**src/rtl/tick_timer.sv**
```systemverilog
module tick_timer #(
  parameter int CNT_W    = 29,
  parameter int ADDR_W   = 4,
  parameter int CTRL_OFS = 0,
  parameter int STAT_OFS = 4
) (
  input  logic              clk,
  input  logic              rst_n,
  input  logic              reg_valid,
  input  logic              reg_write,
  input  logic [ADDR_W-1:0] reg_addr,
  input  logic [31:0]       reg_wdata,
  output logic [31:0]       reg_rdata,
  input  logic              tick_en,
  output logic              expire_pulse,
  output logic              irq
);
  localparam int RUN_BIT = 31;
  localparam int REP_BIT = 30;
  localparam int IRQ_BIT = 30;
  localparam logic [ADDR_W-1:0] CTRL_A = ADDR_W'(CTRL_OFS);
  localparam logic [ADDR_W-1:0] STAT_A = ADDR_W'(STAT_OFS);
  localparam logic [CNT_W-1:0]  ONE    = CNT_W'(1);

  logic             run_q, rep_q, irq_q, pulse_q;
  logic [CNT_W-1:0] reload_q, cnt_q;

  wire wr      = reg_valid && reg_write;
  wire wr_ctrl = wr && (reg_addr == CTRL_A);
  wire wr_stat = wr && (reg_addr == STAT_A);
  wire step    = run_q && tick_en && !wr_ctrl;
  wire fire    = step && (cnt_q <= ONE);

  always_ff @(posedge clk) begin
    if (!rst_n) begin
      run_q    <= 1'b0;
      rep_q    <= 1'b0;
      reload_q <= '0;
      cnt_q    <= '0;
      irq_q    <= 1'b0;
      pulse_q  <= 1'b0;
    end else begin
      pulse_q <= fire;
      if (wr_ctrl) begin
        run_q    <= reg_wdata[RUN_BIT];
        rep_q    <= reg_wdata[REP_BIT];
        reload_q <= reg_wdata[CNT_W-1:0];
        if (reg_wdata[RUN_BIT] && !run_q)
          cnt_q <= reg_wdata[CNT_W-1:0];
      end else if (step) begin
        if (cnt_q <= ONE) begin
          if (rep_q) begin
            cnt_q <= reload_q;
          end else begin
            cnt_q <= '0;
            run_q <= 1'b0;
          end
        end else begin
          cnt_q <= cnt_q - ONE;
        end
      end
      if (fire)
        irq_q <= 1'b1;
      else if (wr_stat && reg_wdata[IRQ_BIT])
        irq_q <= 1'b0;
    end
  end

  always_comb begin
    reg_rdata = '0;
    if (reg_addr == CTRL_A) begin
      reg_rdata[RUN_BIT]   = run_q;
      reg_rdata[REP_BIT]   = rep_q;
      reg_rdata[CNT_W-1:0] = reload_q;
    end else if (reg_addr == STAT_A) begin
      reg_rdata[IRQ_BIT]   = irq_q;
      reg_rdata[CNT_W-1:0] = cnt_q;
    end
  end

  assign expire_pulse = pulse_q;
  assign irq          = irq_q;
endmodule


```
**config.mk**
```make
export PLATFORM = sky130hd
export DESIGN_NAME = tick_timer
export DESIGN_NICKNAME = d
export VERILOG_FILES = /design/src/rtl/tick_timer.sv
export SDC_FILE = /design/constraint.sdc
export NUM_CORES = 1
export LEC_CHECK = 0
export ABC_AREA = 1
export BUFFER_PORTS_ARGS = -buffer_cell sky130_fd_sc_hd__buf_2
export CAP_MARGIN = 20
export CORE_AREA = 2 2 103 105
export CTS_BUF_LIST = sky130_fd_sc_hd__clkbuf_8
export DETAILED_ROUTE_END_ITERATION = 10
export DIE_AREA = 0 0 105 107
export GPL_TIMING_DRIVEN = 0
export HOLD_SLACK_MARGIN = 0.1
export PLACE_DENSITY = 0.6
export RECOVER_POWER = 25
export SLEW_MARGIN = 20
export SYNTH_ARGS = -nofsm -noshare
export SYNTH_HDL_FRONTEND = slang
export SYNTH_SLANG_ARGS = --single-unit
```
**constraint.sdc**
```tcl
create_clock -name clk -period 1.8 [get_ports clk]
set_input_delay 0.18 -clock clk [delete_from_list [all_inputs] [get_ports clk]]
set_output_delay 0.18 -clock clk [all_outputs]
set_load 0.01 [all_outputs]
```
==> flow_metrics.env <==
export IMPL_synth_distinct_cells=30
export IMPL_p_sw_mw=1.12
export IMPL_dr_total_vias=4921
export IMPL_dp_hpwl_um=11100
export IMPL_io_buffers=72
export IMPL_critPathMaxFanout=5
export IMPL_cp_required_ns=2.01
export IMPL_first_pass_iters=5
export IMPL_drc_errors=0
export IMPL_p_seq_share_pct=41.0
export IMPL_p_per_area_nw_per_um2=635
export IMPL_coreArea_um2=10100
export IMPL_area_growth_pct=26.2
export IMPL_end_kind="flip-flop"
export IMPL_clkSlewWorstSetupHoldPaths_ns=0.07
export IMPL_setup_violations_final=0
export IMPL_seq_area_frac_synth_pct=29.1
export IMPL_gr_usage_all_layers_pct=28.1
export IMPL_post_drt_via_cell_ratio=5.12
export IMPL_clkPwrFrac_pct=33.9
export IMPL_clk_latency_ns=0.35
export IMPL_grt_pass1_wl_um=24500
export IMPL_power_mw=3.42
export IMPL_drv_cap=0
export IMPL_finalCritPeriodShare_pct=97.5
export IMPL_syn_nets=750
export IMPL_p_sw_share_pct=32.8
export IMPL_regArea_um2=1240
export IMPL_fillers=1097
export IMPL_routed_wl_um=15400
export IMPL_tns_ns=0
export IMPL_timing_final_crit_period_ns=1.76
export IMPL_cts_htree_levels=3
export IMPL_layout_cells_non_filler=962
export IMPL_antenna_found_initial=0
export IMPL_grt_max_degree=20
export IMPL_layout_nets=866
export IMPL_layout_drive_gt1_share_pct=20.6
export IMPL_whs_ns=0.138
export IMPL_die_x_um=105
export IMPL_clock_sinks=62
export IMPL_fmax_ghz=0.570
export IMPL_yosysWarnings=0
export IMPL_maxSlewHeadroom_pct=52.9
export IMPL_diodes=0
export IMPL_drtIter0Drc=266
export IMPL_wl_per_cell_um=16.1
export IMPL_crit_arrival_ns=1.97
export IMPL_syn_area_um2=4270
export IMPL_multi_input_area_um2=2680
export IMPL_cts_tree="yes"
export IMPL_drtAntennaViolNets=0
export IMPL_status="finished clean"
export IMPL_power_internal_mw=2.30
export IMPL_vdd_drop_max_uv=292
export IMPL_syn_inst=707
export IMPL_overflow=0
export IMPL_grt_pass1_vias=4825
export IMPL_gp_congestion=0.933
export IMPL_numCtsBuffers=9
export IMPL_synth_top_cell_by_area="dfxtp_1"
export IMPL_dieArea_um2=11200
export IMPL_hold_viol=0
export IMPL_grt_setup_unrepaired="true"
export IMPL_synth_seq_cells=62
export IMPL_finalClockSkew_ns=0.00902
export IMPL_die_h_um=107
export IMPL_worstSetupPathType="flip-flop to flip-flop"
export IMPL_start_util_pct=42.3
export IMPL_cp_start_kind="flip-flop"
export IMPL_dp_cells=915
export IMPL_synth_top_area_share_pct=29.1
export IMPL_num_rows=37
export IMPL_yosys_top_cells_area="dfxtp_1, nand2_1, a21oi_1"
export IMPL_place_area_um2=4800
export IMPL_hp_class="primary input to flip-flop"
export IMPL_clockBufferDepth=2
export IMPL_syn_avg_cell_area_um2=6.03
export IMPL_root_buffer="clkbuf_8"
export IMPL_tightest_slew_ns=0.707
export IMPL_num_io_pins=75
export IMPL_report_final_slew_viol_count=0
export IMPL_fin_area_um2=5380
export IMPL_p_comb_share_pct=25.1
export IMPL_total_leakage_power_nw=2.57
==> power by group through the flow <==
stage                     sequential [mW]  clock, mW  combinational, mW
final                                1.40       1.16              0.857
after global routing                 1.40       1.23              0.956
after CTS                            1.40       1.17              0.815
after detailed placement             1.43          0              0.759
after global placement               1.43          0              0.753
after floorplan                      1.43          0              0.533
==> critical path: stages, from the launching register on <==
cell and delay (ns):
dfxtp_1 0.35, nor2_1 0.20, nand3_1 0.17, inv_2 0.13, nand2_2 0.09, nor2_1 0.21, nor2_4 0.09, buf_6 0.15
o21ai_1 0.14, a21oi_1 0.08
==> per-layer routing <==
layer	vias up	wire [um]	GRT usage [%]
met1	2247	6820	35.0
met4	0	442	13.0
met5	-	0	0
met3	27	754	4.32
met2	140	7430	47.7
li1	2507	-	-
==> per-stage QoR <==
stage	setup slack (ns)	util [%]
6_report	0.0444	53.3
5_1_grt	-0.0156	53.3
4_1_cts	0.0460	52.3
3_5_place_dp	-0.103	47.5
3_3_place_gp	-0.0663	47.5
2_1_floorplan	0.315	-
==> repair_timing <==
item | 4_1_cts | 5_1_grt
pin swaps | 1 | 6
buffers inserted | 2 | 2
setup endpoints to repair | 14 | 35
hold buffers | 30 | 0
resized for setup | 0 | 37
cloned | 0 | 1
endpoints found under the hold margin | 30 | 0
==> kinds of logic after synthesis <==
kind of cell / synth area share, %
fa+ha+maj: 0.587
buf+inv: 9.92
flops: 29.1
xor+xnor: 1.85
simple gates: 37.7
compound gates: 20.7
other cells: 0.0879
==> layout by cell type (no fill, tap or decap), drive strengths merged <==
cell and instances:
nand2 236, nor3b 1, buf 85, dlygate4sd3 30, nand4 6, a21oi 89, clkinv 1, o31ai 1
xor2 9, clkbuf 40, dfxtp 62, nand3 59, o21ai 70, conb 1, o22ai 1, ha 2
inv 58, nor2 75
==> final timing paths <==
check | from | slack (ns) | to | cells past startpoint
worst min-delay path | reg_wdata[30] | 0.14 | rep_q | 3
worst min register to register | reload_q[6] | 0.48 | reload_q[6] | 2
worst max register to register | cnt_q[3] | 0.04 | run_q | 9
worst max-delay path | cnt_q[3] | 0.04 | run_q | 9
==> synthesized netlist by cell type, drive strengths merged <==
| master | instances |
|---|---|
| nand2 | 236 |
| a21oi | 89 |
| nor2 | 75 |
| o21ai | 70 |
| dfxtp | 62 |
| nand3 | 59 |
| inv | 57 |
| clkbuf | 21 |
| buf | 17 |
| xor2 | 9 |
| nand4 | 6 |
| ha | 2 |
| conb | 1 |
| nor3b | 1 |
| o22ai | 1 |
| o31ai | 1 |
==> state kept, by name, indices dropped and copies added, names as in the netlist <==
name / cells
reload_q: 29
expire_pulse: 1
irq: 1
rep_q: 1
run_q: 1
cnt_q: 29
==> area by class of cell <==
class	instances	area share, %
tap	136	3.16
sequential	62	23.1
inverter	57	4.02
clock inverter	2	0.163
clock buffer	12	3.07
timing repair buffer	107	12.9
multi-input combinational	550	49.8
buffer	36	3.74
Power figures use the tool's default switching activity.
